==> config.mk <==
export PLATFORM = sky130hd
export DESIGN_NAME = e1_err_counter
export DESIGN_NICKNAME = d
export VERILOG_FILES = /design/src/rtl/e1ec_pkg.sv /design/src/rtl/e1ec_event_qual.sv /design/src/rtl/e1ec_sat_counter.sv /design/src/rtl/e1ec_snapshot.sv /design/src/rtl/e1_err_counter.sv
export SDC_FILE = /design/constraint.sdc
export NUM_CORES = 1
export LEC_CHECK = 0
export CAP_MARGIN = 20
export CELL_PAD_IN_SITES_DETAIL_PLACEMENT = 1
export CELL_PAD_IN_SITES_GLOBAL_PLACEMENT = 1
export CORE_AREA = 2 2 57 59
export CTS_CLUSTER_DIAMETER = 120
export DETAILED_ROUTE_END_ITERATION = 8
export DIE_AREA = 0 0 59 61
export PLACE_DENSITY_LB_ADDON = 0.1
export SETUP_SLACK_MARGIN = 0.1
export SLEW_MARGIN = 30
export SYNTH_ARGS = -nofsm -noshare
export SYNTH_HDL_FRONTEND = slang
export SYNTH_SLANG_ARGS = --single-unit
export TNS_END_PERCENT = 50
==> constraint.sdc <==
create_clock -name clk -period 2.8 [get_ports clk]
set_input_delay 0.56 -clock clk [delete_from_list [all_inputs] [get_ports clk]]
set_output_delay 0.56 -clock clk [all_outputs]
set_load 0.005 [all_outputs]
==> src/rtl/e1ec_pkg.sv <==
package e1ec_pkg;
  localparam int FRM_W    = 4;
  localparam int BASE_W   = 8;
  localparam int EXT_W    = 2;
  localparam int FULL_W   = BASE_W + EXT_W;
  localparam int SI_FRM_A = 13;
  localparam int SI_FRM_B = 15;

  typedef enum logic {
    MODE_LINE_CV = 1'b0,
    MODE_SI_ZERO = 1'b1
  } cnt_mode_e;
endpackage

==> src/rtl/e1ec_event_qual.sv <==
module e1ec_event_qual
  import e1ec_pkg::*;
#(
  parameter int FW   = FRM_W,
  parameter int FRMA = SI_FRM_A,
  parameter int FRMB = SI_FRM_B
) (
  input  logic          clk,
  input  logic          rst_n,
  input  cnt_mode_e     mode,
  input  logic          ts0_valid,
  input  logic [FW-1:0] frm_num,
  input  logic          ts0_bit1,
  input  logic          mf_locked,
  input  logic          cv_pulse,
  output logic          evt
);
  localparam logic [FW-1:0] FA = FW'(FRMA);
  localparam logic [FW-1:0] FB = FW'(FRMB);

  logic frame_hit;
  logic si_zero;

  always_comb begin
    frame_hit = (frm_num == FA) || (frm_num == FB);
    si_zero   = ts0_valid && mf_locked && !ts0_bit1 && frame_hit;
    case (mode)
      MODE_SI_ZERO: evt = si_zero;
      default:      evt = cv_pulse;
    endcase
  end

  // an unaligned stream never yields an error-bit event
  p_unlocked_quiet_r3: assert property (@(posedge clk) disable iff (!rst_n)
    (mode == MODE_SI_ZERO && !mf_locked) |-> !evt);
  // in line mode no event without a violation pulse
  p_cv_only_r4: assert property (@(posedge clk) disable iff (!rst_n)
    (mode == MODE_LINE_CV && !cv_pulse) |-> !evt);
endmodule

==> src/rtl/e1ec_sat_counter.sv <==
module e1ec_sat_counter
  import e1ec_pkg::*;
#(
  parameter int NW = BASE_W,
  parameter int WW = FULL_W
) (
  input  logic          clk,
  input  logic          rst_n,
  input  logic          wide,
  input  logic          inc,
  input  logic          clr,
  input  logic          restart,
  output logic [WW-1:0] cnt
);
  localparam logic [WW-1:0] MAX_WIDE   = {WW{1'b1}};
  localparam logic [WW-1:0] MAX_NARROW = WW'((1 << NW) - 1);

  logic [WW-1:0] limit;
  logic          at_limit;

  always_comb begin
    limit    = wide ? MAX_WIDE : MAX_NARROW;
    at_limit = (cnt >= limit);
  end

  always_ff @(posedge clk) begin
    if (!rst_n)                 cnt <= '0;
    else if (clr)               cnt <= '0;
    else if (restart)           cnt <= WW'(inc);
    else if (inc && !at_limit)  cnt <= cnt + 1'b1;
  end

  // a clear always lands at zero
  p_clear_zero_r8: assert property (@(posedge clk) disable iff (!rst_n)
    clr |=> (cnt == '0));
  // never more than one step per cycle, never backwards
  p_single_step_r9: assert property (@(posedge clk) disable iff (!rst_n)
    (!clr && !restart) |=> (cnt == $past(cnt)) || (cnt == $past(cnt) + 1'b1));
  // narrow width stays within 8 bits
  p_no_overflow_r5: assert property (@(posedge clk) disable iff (!rst_n)
    (!wide && !clr) |=> (cnt <= MAX_NARROW));
  // restart keeps only the same-cycle event
  p_restart_r7: assert property (@(posedge clk) disable iff (!rst_n)
    (restart && !clr) |=> (cnt == WW'($past(inc))));
endmodule

==> src/rtl/e1ec_snapshot.sv <==
module e1ec_snapshot
  import e1ec_pkg::*;
#(
  parameter int WW = FULL_W
) (
  input  logic          clk,
  input  logic          rst_n,
  input  logic          snap,
  input  logic [WW-1:0] live,
  output logic [WW-1:0] held
);
  always_ff @(posedge clk) begin
    if (!rst_n)    held <= '0;
    else if (snap) held <= live;
  end

  // the read register moves only on a snapshot
  p_hold_r7: assert property (@(posedge clk) disable iff (!rst_n)
    !snap |=> $stable(held));
endmodule

==> src/rtl/e1_err_counter.sv <==
module e1_err_counter
  import e1ec_pkg::*;
#(
  parameter int FW = FRM_W,
  parameter int NW = BASE_W,
  parameter int XW = EXT_W
) (
  input  logic          clk,
  input  logic          rst_n,
  input  logic          cfg_si_mode,
  input  logic          cfg_wide,
  input  logic          ts0_valid,
  input  logic [FW-1:0] frm_num,
  input  logic          ts0_bit1,
  input  logic          mf_locked,
  input  logic          cv_pulse,
  input  logic          snap,
  output logic [NW-1:0] snap_count,
  output logic [XW-1:0] snap_ext
);
  localparam int WW = NW + XW;

  cnt_mode_e     mode;
  logic          mode_q;
  logic          wide_q;
  logic          cfg_chg;
  logic          evt;
  logic [WW-1:0] live_cnt;
  logic [WW-1:0] held_cnt;

  assign mode = cnt_mode_e'(cfg_si_mode);

  always_ff @(posedge clk) begin
    if (!rst_n) begin
      mode_q <= 1'b0;
      wide_q <= 1'b0;
    end else begin
      mode_q <= cfg_si_mode;
      wide_q <= cfg_wide;
    end
  end

  assign cfg_chg = (mode_q != cfg_si_mode) || (wide_q != cfg_wide);

  e1ec_event_qual #(.FW(FW)) qual_i (
    .clk(clk), .rst_n(rst_n), .mode(mode), .ts0_valid(ts0_valid),
    .frm_num(frm_num), .ts0_bit1(ts0_bit1), .mf_locked(mf_locked),
    .cv_pulse(cv_pulse), .evt(evt)
  );

  e1ec_sat_counter #(.NW(NW), .WW(WW)) cnt_i (
    .clk(clk), .rst_n(rst_n), .wide(cfg_wide), .inc(evt),
    .clr(cfg_chg), .restart(snap), .cnt(live_cnt)
  );

  e1ec_snapshot #(.WW(WW)) snap_i (
    .clk(clk), .rst_n(rst_n), .snap(snap), .live(live_cnt), .held(held_cnt)
  );

  assign snap_count = held_cnt[NW-1:0];
  assign snap_ext   = held_cnt[WW-1:NW];

  // a capture taken in narrow width has empty extension bits
  p_ext_narrow_r6: assert property (@(posedge clk) disable iff (!rst_n)
    (snap && !cfg_wide && !wide_q) |=> (snap_ext == '0));
endmodule

==> Yosys cells after proc, flatten, opt, wreduce, memory -nomap -nowiden <==
Cells that the tools add are included.
{ "totals": {"out_inout_bits": 10, "word_cells": 27, "register_bits": 22, "inputBits": 13} }
{ "classes": {"n_addsub": 1, "n_mux": 4, "reduce_logical": 11, "n_eq_ne": 4, "bitwise": 1, "n_lt_le_gt_ge": 1} }
{ "ops": {"columns": ["cell", "n"], "rows": [
  ["adder 10 x 1 -> 10 bit, second input constant", 1],
  [">= comparator 10 bit", 1],
  ["two-way mux 10 bit", 1],
  ["equality test 4 bit, second input constant", 2],
  ["logical AND 1 bit", 4],
  ["two-way mux 1 bit", 3],
  ["OR reduction 3 bit", 1],
  ["logical NOT 1 bit", 2],
  ["logical OR 1 bit", 2],
  ["!= test 1 bit", 2],
  ["nonzero test 2 bit", 1],
  ["OR reduction 2 bit", 1],
  ["NOT 1 bit", 1]
]} }

==> Logic depth before layout (Yosys ltp) <==
Gate-level depths: netlist of the first run.
{ "depth": {"word_depth": 7, "depth_mapped": 6, "depth_no_buf": 6} }

==> Hierarchy <==
A second synthesis of the first run with hierarchy kept.
{ "hier_totals": {"cells_unflattened": 116, "hier_area_um2": 1109.8} }
{ "by_module_without_submodules": {"columns": ["module", "n_inst", "cells_per_inst", "seq_area_each_um2", "area_per_inst_um2"], "rows": [
  ["e1ec_sat_counter", 1, 74, 200.2, 630.6],
  ["e1ec_snapshot", 1, 31, 200.2, 374.1],
  ["e1_err_counter", 1, 7, 40.0, 75.1],
  ["e1ec_event_qual", 1, 4, 0.0, 30.0]
]} }

==> Least setup slack after synthesis of the first run <==
Ideal clock, no wire load.
{ "synth_path": {"kind": "input -> register", "from": "in cfg_wide", "to": "reg cnt_i.cnt[9]", "path_stages": 6, "t_arrival_ns": 2.098, "required_ns": 2.729, "path_slack_ns": 0.632, "path_buffers": 0, "setup_ns": 0.071, "path_cell_list": "inv_1 > ha_1 > a31o_4 > a211o_1 > or4_1 > a21oi_1"} }
{ "synth_via": {"elab_chain_cells": 4, "elab_cells_between_ends": 7, "classes_between": "1 x order compare; 1 x eq/ne; 1 x mux; 4 x reduce/logical"} }
{ "synth_lines": {"columns": ["item", "line_no", "rtl"], "rows": [
  ["start, declared", "e1_err_counter.sv:11", "input logic cfg_wide,"],
  ["two-way mux 10 bit", "e1ec_sat_counter.sv:22", "limit = wide ? MAX_WIDE : MAX_NARROW;"],
  [">= comparator 10 bit", "e1ec_sat_counter.sv:23", "at_limit = (cnt >= limit);"],
  ["logical NOT 1 bit", "e1ec_sat_counter.sv:30", "else if (inc && !at_limit) cnt <= cnt + 1'b1;"],
  ["logical AND 1 bit", "e1ec_sat_counter.sv:30", null],
  ["end signal, assigned", "e1ec_sat_counter.sv:29", "else if (restart) cnt <= WW'(inc);"],
  ["end signal, assigned", "e1ec_sat_counter.sv:30", null],
  ["end, declared", "e1ec_sat_counter.sv:13", "output logic [WW-1:0] cnt"]
]} }
Several ways; a longest one is shown, not always the timed one.
A chain may end at the register's enable or synchronous reset.

==> Final worst setup path of the first run <==
Same ends and word-level chain as after synthesis.

==> results of run 1 <==
==> registers in the layout, summed over array words and instances (netlist names) <==
signal,cells
cnt_i.cnt,10
snap_i.held,10
mode_q,1
wide_q,1
==> path summary, 6_finish.rpt <==
kind                 from  slack, ns           end  cells after the start
max              cfg_wide       0.40  cnt_i.cnt[9]                      7
max reg2reg  cnt_i.cnt[0]       0.64  cnt_i.cnt[9]                      6
min          cnt_i.cnt[9]       0.53  cnt_i.cnt[9]                      2
min reg2reg  cnt_i.cnt[9]       0.53  cnt_i.cnt[9]                      2
==> area by class of cell <==
type	count	area [µm²]	area share [%]
clock buffers	3	22.5	1.68
clock inverters	1	30.0	2.24
inverters	4	15.0	1.12
multi-input cells	76	552	41.1
flip-flops and latches	22	440	32.8
well taps	33	41.3	3.08
repair buffers	25	240	17.9
==> logic make-up (layout without fill, tap and decap cells) <==
group	after synthesis	count (layout)	share of synthesized area (%)
buf+inv	7	33	2.58
flops	22	22	43.2
simple gates	37	37	21.5
mux	10	10	9.83
xor+xnor	5	5	4.30
fa+ha+maj	3	3	3.69
compound gates	21	21	14.9
==> per-layer routing <==
layer,vias to the layer above,part of all wire [%],wire length (µm)
li1,430,-,-
met1,406,48,1100
met2,20,45,1050
met3,4,5.0,116
met4,0,1.8,41
met5,-,0,0
==> worst max-delay path, cell delays in order <==
cell and delay, ns:
clkdlybuf4s50_1 0.51, inv_1 0.08, ha_1 0.30, a31o_4 0.25, a211o_1 0.34, or4_1 0.50
a21oi_1 0.14
==> Yosys cell counts (2+ instances only) <==
library cell / n / area, µm²
and2_1: 2 / 12.5
o21ai_0: 3 / 15.0
inv_1: 4 / 15.0
xnor2_1: 5 / 43.8
nor2b_1: 10 / 62.6
a21oi_1: 6 / 30.0
ha_1: 3 / 37.5
nand2_1: 7 / 26.3
buf_1: 2 / 7.51
nand4_1: 2 / 12.5
nand3b_1: 2 / 15.0
mux2i_1: 10 / 100
nor2_1: 4 / 15.0
nand4b_1: 2 / 17.5
dfxtp_1: 22 / 440
a211oi_1: 5 / 37.5
==> report_power, final <==
part | internal (W) | total, W | switching [W]
clock network | 0.000145 | 0.000250 | 0.000105
registers | 0.000315 | 0.000316 | 0.00000130
logic | 0.0000292 | 0.0000504 | 0.0000212
total | 0.000489 | 0.000616 | 0.000127
==> layout by cell type, fill, tap and decap left out, types with 2 or more instances in the layout <==
cell type	Yosys	routed
buf_4	0	4
nor2b_1	10	10
xnor2_1	5	5
mux2i_1	10	10
nand3b_1	2	2
nand4_1	2	2
o21ai_0	3	3
nand4b_1	2	2
and2_1	2	2
clkdlybuf4s50_1	0	21
clkbuf_4	0	3
a21oi_1	6	6
nor2_1	4	4
ha_1	3	3
inv_1	4	4
nand2_1	7	7
dfxtp_1	22	22
a211oi_1	5	5
==> per-stage QoR <==
stage               setup slack, ns  area, µm²  hold WS (ns)
finish                        0.395       1340         0.526
global route                  0.301       1340         0.562
CTS                           0.394       1340         0.533
detailed placement           0.0452       1290         0.510
global placement             0.0663       1290         0.497
floorplan                     0.632       1020         0.468
==> flow_summary.rst, run 1 <==
.. list-table::
   :header-rows: 1

   * - Metric
     - Value
   * - HPWL reported at the end of detailed placement
     - roughly 1700 µm
   * - Share of synthesized registers carrying an async set or reset
     - 0%
   * - Required time at the worst-slack endpoint
     - 3.07 ns
   * - Total number of yosys warnings
     - 0
   * - Remaining Overflow, GRT
     - 0
   * - Number of design-rule violations left by the first detailed-router iteration
     - 14
   * - Library cell used as clock root buffer
     - clkbuf_4
   * - CTS Buf Count
     - 3
   * - DRC errors left
     - 0
   * - Number of buffers inserted to repair setup after CTS
     - 0
   * - Clock period minus final worst setup slack
     - 2.40 ns
   * - Most congested layer reported by global routing
     - met2
   * - Peak supply drop
     - approximately 0.24 mV
   * - H-tree levels
     - 1
   * - Final cycle utilization of the critical path
     - 85.9%
   * - Cell leakage power
     - ~0.47 nW
   * - Final Max Slew Viols
     - 0
   * - Capturing element type of the critical path
     - flip-flop
   * - Upper clock frequency limit
     - around 420 MHz
   * - Cells resized by post-CTS repair
     - 0
   * - Routed len/inst
     - roughly 14 µm
   * - Die extent in y
     - around 61 µm
   * - Global placement routability congestion
     - between 0.7 and 0.8
   * - Sequential element share of the synthesized area
     - roughly 43%
   * - Arrival time of data at the critical path endpoint
     - approximately 2.7 ns
   * - Result of the run
     - complete, no violations
   * - Total length of routed wires
     - roughly 2300 µm
   * - Post-synthesis sequential element count
     - 22
   * - Largest buffer count on any clock path
     - 2
   * - Transition time of the tightest slew-check pin
     - approximately 0.5 ns
   * - Pin count of the biggest net entering global routing
     - 14
   * - Die area
     - 3600 µm²
   * - TNS Setup
     - 0 ns
   * - Mean Syn Cell Area
     - approximately 9.7 µm²
   * - Post-synthesis to final-layout area growth
     - 31.7%
   * - GR met1 Demand/Resource
     - a little under a fifth
   * - Overall routing resource usage
     - between 10% and 20%
   * - Highest fanout seen on the critical path
     - 6
   * - Share of final-layout standard cells stronger than drive strength 1
     - under 10%
   * - Initial core utilization
     - about a third
   * - Final Hold Viols
     - 0
   * - Wire length of the first global-routing pass
     - between 3000 and 4000 µm
   * - Final-layout fill cell count
     - 349
   * - Worst rel slew slack
     - about two thirds
   * - Number of diodes
     - 0
   * - Sum of internal, switching and leakage power
     - a little over 0.0006 W
   * - Vias
     - 860
   * - Kind of critical path
     - input port to flip-flop
   * - CTS tree
     - yes
   * - Met3 track demand over resource in global routing
     - 2.56%
   * - Final worst clock skew
     - roughly 0.0036 ns
   * - Final std cells w/o fill
     - approximately 160
   * - Num rows
     - 20
   * - Cell area after technology mapping
     - a little over 1000 µm²
   * - Cell area power density
     - between 400 and 500 nW/µm²
   * - Critical path launch point type
     - input port
   * - Final design utilization
     - a little under half
   * - Unrepaired setup endpoints after global routing
     - no
   * - Clock edge transition at the registers on the reported setup and hold paths
     - between 0.1 and 0.15 ns
   * - Total iterations of the first detailed-routing run
     - 4
   * - EDFF count, synth
     - 0
   * - Number of nets in the synthesized netlist
     - 121
   * - Top Ports
     - 23
   * - Hold buffers post-CTS
     - 0
   * - Insertion delay of the later-clocked pin in the worst-skew pair
     - about 0.32 ns
   * - Total core area
     - 2950 µm²
   * - Antenna violations before repair
     - 0
   * - Count of nets left with antenna violations after detail routing
     - 0
   * - Detail-routed via count per cell
     - around 5.2
   * - Placed cell count
     - 160
   * - Max-cap violations
     - 0
   * - Number of global-route vias before repair
     - 886
   * - Met2 global-route usage
     - between 20% and 30%
   * - Cells after Synth
     - approximately 110
   * - Count of final setup violators
     - 0
   * - Number of clock sinks
     - 22
   * - Main synth FF type
     - dfxtp_1
   * - Cell variety after synth
     - 32
   * - Class of the tightest hold or removal check
     - flip-flop to flip-flop
   * - Count of input and output buffers
     - 21
   * - Count of nets after finishing
     - approximately 150
   * - Width of the die
     - approximately 59 µm
No activity file was read; power rests on OpenSTA's default activity.
==> inputs of run 2 (changes only) <==
--- a/config.mk
+++ b/config.mk
@@ -5,10 +5,10 @@
 export SDC_FILE = /design/constraint.sdc
 export NUM_CORES = 1
 export LEC_CHECK = 0
-export CAP_MARGIN = 20
 export CELL_PAD_IN_SITES_DETAIL_PLACEMENT = 1
 export CELL_PAD_IN_SITES_GLOBAL_PLACEMENT = 1
 export CORE_AREA = 2 2 57 59
+export CTS_BUF_LIST = sky130_fd_sc_hd__clkbuf_16
 export CTS_CLUSTER_DIAMETER = 120
 export DETAILED_ROUTE_END_ITERATION = 8
 export DIE_AREA = 0 0 59 61
==> flow_summary.rst, run 2 (synthesized netlist as in run 1, its figures left out) <==
.. list-table::
   :header-rows: 1

   * - Metric
     - Value
   * - Transition time of the tightest slew-check pin
     - 0.477 ns (-0.00927 ns)
   * - Worst rel slew slack
     - 67.4% (+0.63 points)
   * - Most common library cell in the layout ignoring fill and taps
     - dfxtp_1
   * - Total length of routed wires
     - 2340 µm (+1.3%)
   * - Routed len/inst
     - 14.2 µm (+1.3%)
   * - Number of diodes
     - 0 (unchanged)
   * - Count of nets left with antenna violations after detail routing
     - 0 (unchanged)
   * - Global placement routability congestion
     - 0.774 (unchanged)
   * - Count of final setup violators
     - 0 (unchanged)
   * - Number of buffers inserted to repair setup after CTS
     - 0 (unchanged)
   * - Final-layout fill cell count
     - 345 (-1.1%)
   * - Kind of critical path
     - input port to flip-flop
   * - Insertion delay of the later-clocked pin in the worst-skew pair
     - 0.26 ns (-0.06 ns)
   * - Detail-routed via count per cell
     - 5.29 (+0.93%)
   * - Unrepaired setup endpoints after global routing
     - no
   * - Peak supply drop
     - 0.329 mV (+34%)
   * - Result of the run
     - complete, no violations
   * - CTS Buf Count
     - 3 (unchanged)
   * - Class of the tightest hold or removal check
     - flip-flop to flip-flop
   * - Count of nets after finishing
     - 148 (unchanged)
   * - Clock edge transition at the registers on the reported setup and hold paths
     - 0.06 ns (-0.07 ns)
   * - Remaining Overflow, GRT
     - 0 (unchanged)
   * - Final cycle utilization of the critical path
     - 88.4% (+2.5 points)
   * - Cell leakage power
     - 0.494 nW (+4.9%)
   * - Post-synthesis to final-layout area growth
     - 36.9%
   * - Maximum cell stage delay along the critical path
     - 0.51 ns (about the same)
   * - Overall routing resource usage
     - 15.1% (+0.27 points)
   * - Share of final-layout standard cells stronger than drive strength 1
     - 9.16% (unchanged)
   * - Vias
     - 868 (+0.93%)
   * - Upper clock frequency limit
     - 404 MHz (-2.9%)
   * - Critical path launch point type
     - input port
   * - Arrival time of data at the critical path endpoint
     - 2.67 ns (about the same)
   * - Total core area
     - 2950 µm² (unchanged)
   * - Leading registers by flop count
     - cnt_i.cnt (10), snap_i.held (10)
   * - Sum of internal, switching and leakage power
     - 0.000769 W (+25%)
   * - Required time at the worst-slack endpoint
     - 2.99 ns (-0.08 ns)
   * - Final Max Slew Viols
     - 0 (unchanged)
   * - Slowest stage cell, crit path
     - clkdlybuf4s50_1
   * - Initial core utilization
     - 34.5% (unchanged)
   * - Cells resized by post-CTS repair
     - 0 (unchanged)
   * - Largest buffer count on any clock path
     - 2 (unchanged)
   * - Cell breakdown of the critical path
     - clkdlybuf4s50_1 -> inv_1 -> ha_1 -> a31o_4 -> a211o_1 -> or4_1 -> a21oi_1
   * - Pin count of the biggest net entering global routing
     - 14 (unchanged)
   * - Die area
     - 3600 µm² (unchanged)
   * - Hold buffers post-CTS
     - 0 (unchanged)
   * - H-tree levels
     - 1 (unchanged)
   * - Max-cap violations
     - 0 (unchanged)
   * - Die extent in y
     - 61 µm (unchanged)
   * - DRC errors left
     - 0 (unchanged)
   * - Count of input and output buffers
     - 21 (unchanged)
   * - Number of global-route vias before repair
     - 889 (+0.34%)
   * - Width of the die
     - 59 µm (unchanged)
   * - Wire length of the first global-routing pass
     - 4020 µm (+2.1%)
   * - Number of design-rule violations left by the first detailed-router iteration
     - 7 (-7)
   * - Library cell used as clock root buffer
     - clkbuf_16
   * - Number of clock sinks
     - 22 (unchanged)
   * - Num rows
     - 20 (unchanged)
   * - Final WS setup
     - 0.324 ns (-0.0710 ns)
   * - CTS tree
     - yes
   * - Cell area power density
     - 552 nW/µm² (+20%)
   * - Most used cells in the layout excluding fill and tap cells
     - 22 x dfxtp_1, 21 x clkdlybuf4s50_1, 10 x mux2i_1, 10 x nor2b_1, 7 x nand2_1
   * - Pre-CTS setup slack
     - 0.0452 ns (unchanged)
   * - Worst path bufs/invs
     - 2 (unchanged)
   * - Final worst clock skew
     - 0.00531 ns (+0.00169 ns)
   * - Capturing element type of the critical path
     - flip-flop
   * - HPWL reported at the end of detailed placement
     - 1700 µm (unchanged)
   * - Total iterations of the first detailed-routing run
     - 3 (-1)
   * - Antenna violations before repair
     - 0 (unchanged)
   * - Highest fanout seen on the critical path
     - 6 (unchanged)
   * - TNS Setup
     - 0 ns (unchanged)
   * - Kind of cell adding the most delay to the critical path
     - compound AO/OA/AOI/OAI gates
   * - Final Hold Viols
     - 0 (unchanged)
   * - Clock period minus final worst setup slack
     - 2.48 ns (+0.0710 ns)
   * - Top Ports
     - 23 (unchanged)
-- run 2: cell types whose count changed in the layout (fill, tap and decap cells not counted) --
cell	previous run	this run
clkbuf_16	0	3
clkbuf_4	3	0
-- run 2: cell type report --
class                      count  area, µm²  share of cell area [%]
multi-input combinational     76        552                    39.6
sequential                    22        440                    31.6
timing repair buffer          25        240                    17.2
clock buffer                   3       75.1                    5.39
tap                           33       41.3                    2.96
clock inverter                 1       30.0                    2.15
inverter                       4       15.0                    1.08
-- run 2: path summary, 6_finish.rpt --
kind	startpoint	to	slack (ns)	cells after the start
setup / recovery	cfg_wide	cnt_i.cnt[9]	0.32	7
hold / removal	snap_i.held[3]	snap_i.held[3]	0.52	2
setup reg to reg	cnt_i.cnt[0]	cnt_i.cnt[9]	0.65	6
hold reg to reg	snap_i.held[3]	snap_i.held[3]	0.52	2
-- run 2: routing by layer --
layer	share of wire [%]	routed length [µm]	up-vias	global-route usage (%)
met1	46	1070	412	19.0
met4	1.9	44	0	7.79
met5	0	0	-	0
li1	-	-	430	-
met3	5.2	121	5	3.20
met2	47	1100	21	24.4
-- run 2: where the power goes --
| group | switching [W] | internal, W |
|---|---|---|
| Sequential | 0.00000129 | 0.000315 |
| Clock | 0.000119 | 0.000284 |
| Combinational | 0.0000212 | 0.0000292 |
-- run 2: per-stage QoR --
| stage | utilization [%] | hold WS (ns) | instances | cell area, µm² |
|---|---|---|---|---|
| floorplan | - | 0.468 | 105 | 1020 |
| global placement | 43.6 | 0.497 | 160 | 1290 |
| detailed placement | 43.6 | 0.510 | 160 | 1290 |
| CTS | 47.2 | 0.524 | 164 | 1390 |
| global route | 47.2 | 0.552 | 164 | 1390 |
| finish | 47.2 | 0.517 | 164 | 1390 |
-- run 2: worst register-to-register path, delay by kind of cell (launching register included) --
| kind | cells | cell delay (ns) |
|---|---|---|
| adders and majority gates | 1 | 0.25 |
| and+or+nand+nor | 2 | 0.73 |
| AOI/OAI and AO/OA | 3 | 0.76 |
| DFF | 1 | 0.36 |
